$ cat src/rtl/vol_pkg.sv
package vol_pkg;

    localparam int CODE_W    = 6;
    localparam int NCODES    = 1 << CODE_W;
    localparam int FINE_LAST = 52;

    typedef enum logic [1:0] {
        RAMP_HOLD = 2'd0,
        RAMP_FALL = 2'd1,
        RAMP_RISE = 2'd2
    } ramp_state_e;

    // attenuation in dB for a code, -1 meaning full cut
    function automatic int code_to_db(int c);
        if (c <= 1)
            return 0;
        else if (c <= FINE_LAST)
            return c - 1;
        else begin
            case (c)
                53:      return 52;
                54:      return 54;
                55:      return 57;
                56:      return 60;
                default: return -1;
            endcase
        end
    endfunction

    // unsigned fixed-point gain with frac_w fraction bits, rounded to nearest
    function automatic int db_to_gain(int db, int frac_w);
        real lin;
        if (db < 0)
            return 0;
        lin = $pow(2.0, frac_w) * $pow(10.0, -real'(db) / 20.0);
        return $rtoi(lin + 0.5);
    endfunction

endpackage

$ cat src/rtl/vol_gain_rom.sv
module vol_gain_rom
    import vol_pkg::*;
#(
    parameter int GAIN_W = 16
) (
    input  logic [CODE_W-1:0] code,
    input  logic              mute,
    output logic [GAIN_W-1:0] target
);

    localparam int FRAC_W = GAIN_W - 1;
    localparam int TAB_W  = NCODES * GAIN_W;

    function automatic logic [TAB_W-1:0] build_tab();
        logic [TAB_W-1:0] t;
        t = '0;
        for (int c = 0; c < NCODES; c++)
            t[c*GAIN_W +: GAIN_W] = GAIN_W'(db_to_gain(code_to_db(c), FRAC_W));
        return t;
    endfunction

    localparam logic [TAB_W-1:0] GAIN_TAB = build_tab();

    always_comb begin
        if (mute)
            target = '0;
        else
            target = GAIN_TAB[int'(code)*GAIN_W +: GAIN_W];
    end

endmodule

$ cat src/rtl/gain_ramper.sv
module gain_ramper
    import vol_pkg::*;
#(
    parameter int GAIN_W = 16,
    parameter int STEP   = 32
) (
    input  logic              clk,
    input  logic              rst_n,
    input  logic              advance,
    input  logic [GAIN_W-1:0] target,
    output logic [GAIN_W-1:0] gain
);

    localparam logic [GAIN_W-1:0] STEP_V = GAIN_W'(STEP);

    ramp_state_e       state_q, state_d;
    logic [GAIN_W-1:0] gain_q;

    // state register
    always_ff @(posedge clk) begin
        if (!rst_n)
            state_q <= RAMP_HOLD;
        else
            state_q <= state_d;
    end

    // next state
    always_comb begin
        state_d = state_q;
        unique case (state_q)
            RAMP_HOLD: begin
                if (target < gain_q)      state_d = RAMP_FALL;
                else if (target > gain_q) state_d = RAMP_RISE;
            end
            RAMP_FALL: begin
                if (target > gain_q)       state_d = RAMP_RISE;
                else if (target == gain_q) state_d = RAMP_HOLD;
            end
            RAMP_RISE: begin
                if (target < gain_q)       state_d = RAMP_FALL;
                else if (target == gain_q) state_d = RAMP_HOLD;
            end
            default: state_d = RAMP_HOLD;
        endcase
    end

    // output: gain steps once per accepted sample
    always_ff @(posedge clk) begin
        if (!rst_n)
            gain_q <= '0;
        else if (advance) begin
            unique case (state_d)
                RAMP_FALL: gain_q <= (gain_q - target <= STEP_V) ? target : gain_q - STEP_V;
                RAMP_RISE: gain_q <= (target - gain_q <= STEP_V) ? target : gain_q + STEP_V;
                default:   gain_q <= gain_q;
            endcase
        end
    end

    assign gain = gain_q;


    gain_idle_chk: assert property (@(posedge clk) disable iff (!rst_n)
        !advance |=> $stable(gain_q));


    gain_slew_chk: assert property (@(posedge clk) disable iff (!rst_n)
        advance |=> (int'(gain_q) <= int'($past(gain_q)) + STEP) &&
                    (int'($past(gain_q)) <= int'(gain_q) + STEP));


    gain_no_overshoot_up_chk: assert property (@(posedge clk) disable iff (!rst_n)
        advance && (gain_q <= target) |=> gain_q <= $past(target));


    gain_no_overshoot_dn_chk: assert property (@(posedge clk) disable iff (!rst_n)
        advance && (gain_q >= target) |=> gain_q >= $past(target));


    gain_fall_chk: assert property (@(posedge clk) disable iff (!rst_n)
        advance && (target == '0) && (gain_q != '0) |=> gain_q < $past(gain_q));

endmodule

$ cat src/rtl/chan_scaler.sv
module chan_scaler #(
    parameter int SAMP_W = 20,
    parameter int GAIN_W = 16
) (
    input  logic                     clk,
    input  logic                     rst_n,
    input  logic                     in_valid,
    input  logic signed [SAMP_W-1:0] sample,
    input  logic        [GAIN_W-1:0] gain,
    output logic signed [SAMP_W-1:0] scaled
);

    localparam int FRAC_W = GAIN_W - 1;
    localparam int PROD_W = SAMP_W + GAIN_W + 1;
    localparam logic signed [PROD_W-1:0] SAT_HI = PROD_W'((longint'(1) << (SAMP_W - 1)) - 1);
    localparam logic signed [PROD_W-1:0] SAT_LO = -SAT_HI - PROD_W'(1);
    localparam logic signed [PROD_W-1:0] HALF   = PROD_W'(longint'(1) << (FRAC_W - 1));

    logic signed [PROD_W-1:0] a_ext, b_ext, prod, rounded, shifted;
    logic signed [SAMP_W-1:0] clamped;

    always_comb begin
        a_ext   = PROD_W'(sample);
        b_ext   = PROD_W'($signed({1'b0, gain}));
        prod    = a_ext * b_ext;
        rounded = prod + HALF;
        shifted = rounded >>> FRAC_W;
        if (shifted > SAT_HI)
            clamped = SAT_HI[SAMP_W-1:0];
        else if (shifted < SAT_LO)
            clamped = SAT_LO[SAMP_W-1:0];
        else
            clamped = shifted[SAMP_W-1:0];
    end

    always_ff @(posedge clk) begin
        if (!rst_n)
            scaled <= '0;
        else if (in_valid)
            scaled <= clamped;
    end


    zero_gain_chk: assert property (@(posedge clk) disable iff (!rst_n)
        in_valid && (gain == '0) |=> scaled == '0);


    unity_pass_chk: assert property (@(posedge clk) disable iff (!rst_n)
        in_valid && (gain == GAIN_W'(longint'(1) << FRAC_W)) |=> scaled == $past(sample));

endmodule

$ cat src/rtl/stereo_vol_ramp.sv
module stereo_vol_ramp
    import vol_pkg::*;
#(
    parameter int SAMP_W    = 20,
    parameter int GAIN_W    = 16,
    parameter int RAMP_STEP = 32
) (
    input  logic                     clk,
    input  logic                     rst_n,
    input  logic                     in_valid,
    input  logic signed [SAMP_W-1:0] in_left,
    input  logic signed [SAMP_W-1:0] in_right,
    input  logic        [CODE_W-1:0] vol_code,
    input  logic                     mute,
    output logic                     out_valid,
    output logic signed [SAMP_W-1:0] out_left,
    output logic signed [SAMP_W-1:0] out_right
);

    localparam int NCH = 2;

    logic [CODE_W-1:0] code_q;
    logic              mute_q;
    logic [GAIN_W-1:0] target;
    logic [GAIN_W-1:0] gain;
    logic signed [SAMP_W-1:0] ch_in  [NCH];
    logic signed [SAMP_W-1:0] ch_out [NCH];

    // settings are kept every clock, also while muted
    always_ff @(posedge clk) begin
        if (!rst_n) begin
            code_q <= '0;
            mute_q <= 1'b0;
        end else begin
            code_q <= vol_code;
            mute_q <= mute;
        end
    end

    vol_gain_rom #(.GAIN_W(GAIN_W)) u_rom (
        .code   (code_q),
        .mute   (mute_q),
        .target (target)
    );

    gain_ramper #(.GAIN_W(GAIN_W), .STEP(RAMP_STEP)) u_ramp (
        .clk     (clk),
        .rst_n   (rst_n),
        .advance (in_valid),
        .target  (target),
        .gain    (gain)
    );

    assign ch_in[0] = in_left;
    assign ch_in[1] = in_right;

    for (genvar i = 0; i < NCH; i++) begin : g_ch
        chan_scaler #(.SAMP_W(SAMP_W), .GAIN_W(GAIN_W)) u_scl (
            .clk      (clk),
            .rst_n    (rst_n),
            .in_valid (in_valid),
            .sample   (ch_in[i]),
            .gain     (gain),
            .scaled   (ch_out[i])
        );
    end

    always_ff @(posedge clk) begin
        if (!rst_n)
            out_valid <= 1'b0;
        else
            out_valid <= in_valid;
    end

    assign out_left  = ch_out[0];
    assign out_right = ch_out[1];


    out_lat_chk: assert property (@(posedge clk) disable iff (!rst_n)
        in_valid |=> out_valid);


    out_hold_chk: assert property (@(posedge clk) disable iff (!rst_n)
        !in_valid |=> !out_valid && $stable(out_left) && $stable(out_right));


    twin_gain_chk: assert property (@(posedge clk) disable iff (!rst_n)
        in_valid && (in_left == in_right) |=> out_left == out_right);


    mute_hold_code_chk: assert property (@(posedge clk) disable iff (!rst_n)
        mute_q && mute |=> mute_q && (code_q == $past(vol_code)));

endmodule

$ cat config.mk
export PLATFORM = sky130hd
export DESIGN_NAME = stereo_vol_ramp
export DESIGN_NICKNAME = d
export VERILOG_FILES = /design/src/rtl/vol_pkg.sv /design/src/rtl/vol_gain_rom.sv /design/src/rtl/gain_ramper.sv /design/src/rtl/chan_scaler.sv /design/src/rtl/stereo_vol_ramp.sv
export SDC_FILE = /design/constraint.sdc
export NUM_CORES = 2
export LEC_CHECK = 0
export ABC_AREA = 0
export BUFFER_PORTS_ARGS = -buffer_cell sky130_fd_sc_hd__buf_2
export CORE_ASPECT_RATIO = 1.4
export CORE_UTILIZATION = 55
export DETAILED_ROUTE_END_ITERATION = 6
export PLACE_DENSITY = 0.72
export SYNTH_ARGS = -nofsm -noshare
export SYNTH_HDL_FRONTEND = slang
export SYNTH_HIERARCHICAL = 1
export SYNTH_SLANG_ARGS = --single-unit
$ cat constraint.sdc
create_clock -name clk -period 16.7 [get_ports clk]
set_input_delay 0.835 -clock clk [delete_from_list [all_inputs] [get_ports clk]]
set_output_delay 0.835 -clock clk [all_outputs]
set_load 0.01 [all_outputs]
==> reports/qor.csv <==
metric,value,unit
worst ir drop on vdd,0.000417,V
hold_buf cts,0,
"FFs w/ async S/R, synth",0,
dpl cells,4235,
Synth area leaders,"fa_1 42%, inv_1 11%, ha_1 11%",
outcome,"complete, no violations",
CP endpoint kind,flip-flop,
cts bufs inserted,9,
Reg2Reg Depth,23,
"Setup violations, final",0,
worst r2r src,u_ramp/gain[7],
Hold Crit Depth,1,
Setup TNS Final,0,ns
Critical Path Slowest Stage Cell,dfxtp_1,
Worst Path Required,16.93,ns
crit path cell chain,buf_4 > and2_1 > fa_1 > inv_1 > fa_1 > fa_1 > inv_1 > fa_1 > fa_1 > inv_1 > fa_1 > inv_1 > ha_1 > nand2_1 > nand2_1 > o2111ai_1 > o21ai_2 > nand3_2 > a2111oi_4 > nor4_1 > nand3b_1 > a21boi_4 > a21oi_1,
GRT Util Overall,0.303,
first-pass GRT wire length,134000,µm
"Area growth, synth to finish",3.77,%
"Top cell by count, worst path",fa_1,
Flop pwr share,0.050,
clk_lat worst skew,0.37,ns
clk slew on worst S/H paths,0.06,ns
sequential cell area fraction in the yosys report,0.0432,
Critical Path Start,u_ramp/gain[7],
DIE WIDTH,201,µm
Sw Share,0.589,
WL/cell,19.0,µm
PortBufs,90,
synthesized instance count,3557,
overflow left after global routing,0,
RSZ-0062 raised after global routing,false,
Hold Path Origin,g_ch[1].u_scl/scaled[19],
kind of critical path,reg2reg,
worst path bufs/invs,5,
hold crit path type,reg2reg,
clock root buffer,clkbuf_16,
crit-path leading delay family,adder cells,
Post-route DRC,0,
Final Cycle Share,0.467,
internal power,2.46,mW
Setup Buffers After CTS,0,
Hold EP,g_ch[1].u_scl/scaled[19],
most common cell in the netlist,inv_1,
Tmin final,7.80,ns
vias in the first global route,26100,
post_cts resized,0,
"Slew Viols, Final",0,
Worst-Margin Slew,1.14,ns
vias per std cell,5.63,
largest net degree at the start of global routing,61,
data arrival time of the critical path,8.03,ns
Detail Placement HPWL,63700,µm
via count,23900,
ys flop type,dfxtp_1,
Clock Sinks,66,
flop2flop setup slack,8.90,ns
antenna violations before repair,10,
Synth Register Bits,66,
CORE AREA,54600,µm²
post-synth top area cell,fa_1,
Initial Util,0.560,
CTS tree,done,
Clock Power Share,0.033,
Max-Slew Margin vs Limit,0.239,
R2R Path End,g_ch[1].u_scl/scaled[10],
post-synth cell types,94,
Pwr per Cell Area,188,nW/µm²
max-cap violations,0,
die area,56600,µm²
mean post-synth cell area,8.60,µm²
clock tree buffer depth,2,
Pleak,16.5,nW
H-tree depth,3,
clock skew,0.0119,ns
Routed WL,81000,µm
I/O pins,91,
synthesized area,30600,µm²
CP peak stage delay,0.75,ns
Fmax,128,MHz
post-synth top area share,0.419,
"EDFF count, synth",0,
chip height,281,µm
Synth Net Count,4506,
type of origin of the critical path,flip-flop,
Net Sw Power,3.52,mW
gpl congestion,0.963,
first-iteration detailed-routing DRC count,1638,
number of core rows,101,
"antenna viol nets, final",0,
crit path max fanout,29,
Logic pwr share,0.917,
final net count,4474,
Yosys warnings,6,
Post-synth top cells,"891 x inv_1, 640 x fa_1, 413 x and2_1",
Final Instance Count excl. Fillers,4253,
Final Hold Viols,0,
share of cells above drive strength 1,0.0544,
drt pass-1 iters,6,
## flip-flops by register name, summed over array words and instances (netlist names)
signal             flops
mute_q                 1
out_valid              1
u_ramp/state_q         2
g_ch.u_scl/scaled     40
code_q                 6
u_ramp/gain           16
## kinds of logic (layout without fill, tap and decap cells)
logic type / after synthesis / count (layout) / share of synthesized area
DFF: 66 / 66 / 0.0432
xor gates and xnor gates: 66 / 66 / 0.0191
adders and majority gates: 899 / 899 / 0.525
buffers and inverters: 1054 / 1027 / 0.132
muxes: 12 / 12 / 0.00446
other: 0 / 2 / 0
AOI/OAI and AO/OA: 491 / 491 / 0.107
and+or+nand+nor: 969 / 969 / 0.169
## power groups by stage
stage | clock network, mW | logic (mW) | registers [mW]
after global routing | 0.202 | 6.24 | 0.306
after floorplan | 0 | 4.13 | 0.278
after global placement | 0 | 5.41 | 0.299
after detailed placement | 0 | 5.47 | 0.298
after CTS | 0.198 | 5.52 | 0.297
final | 0.194 | 5.48 | 0.298
## through the flow
stage	power (mW)	area (µm²)	worst slack, ns	hold WS, ns	util
floorplan	4.41	30600	9.44	0.512	-
global placement	5.70	31500	8.83	0.462	0.576
detailed placement	5.77	31500	8.68	0.465	0.576
CTS	6.01	31700	8.90	0.481	0.582
global route	6.74	31800	8.29	0.507	0.582
finish	5.97	31800	8.90	0.478	0.582
## routing by layer
layer / up-vias / part of all wire / GRT usage / wire [µm]
met5: - / 0.00080 / 0 / 65
met3: 266 / 0.051 / 0.0324 / 4170
met2: 840 / 0.53 / 0.565 / 43300
met4: 10 / 0.052 / 0.154 / 4210
met1: 12000 / 0.36 / 0.341 / 29200
li1: 10800 / - / - / -
## layout by cell type (no fill, tap or decap), types with 6 or more instances in the layout
master	count
nor4_1	6
nand3_1	37
and3_1	13
o21ai_1	10
clkbuf_16	9
a211o_1	6
a21oi_1	115
dfxtp_1	60
o21a_1	13
dfxtp_2	6
nand4_1	15
a21oi_2	6
inv_1	891
or3_1	12
a211oi_1	26
or3b_2	6
ha_1	259
xnor2_1	49
o22ai_1	28
and4_1	6
fa_1	640
nor2_1	56
a21o_1	28
a221oi_1	7
buf_4	27
o21bai_1	6
and2_1	413
buf_2	90
nand3b_1	9
a31oi_1	19
mux2i_1	8
o21ai_0	117
o211ai_1	22
nor2b_1	13
nand2b_1	37
nor3_1	22
nand2_1	305
xor2_1	16
## how the worst max path moves through the flow
stage	cells past startpoint	endpoint	slack (ns)
2_1_floorplan	22	g_ch[0].u_scl/scaled[17]	9.44
3_3_place_gp	19	g_ch[1].u_scl/scaled[5]	8.83
3_5_place_dp	19	g_ch[1].u_scl/scaled[10]	8.68
4_1_cts	23	g_ch[1].u_scl/scaled[7]	8.90
5_1_grt	20	g_ch[0].u_scl/scaled[17]	8.29
6_report	23	g_ch[1].u_scl/scaled[10]	8.90
## area by class of cell
class,instances,area [µm²]
Multi-Input combinational cell,2437,25200
Fill cell,4955,22800
Inverter,894,3360
Sequential cell,66,1330
Tap cell,721,902
Timing Repair Buffer,117,653
Clock buffer,11,243
Clock inverter,5,37.5
Antenna cell,2,5.00
Note: power is estimated with default switching activity, not from simulation.
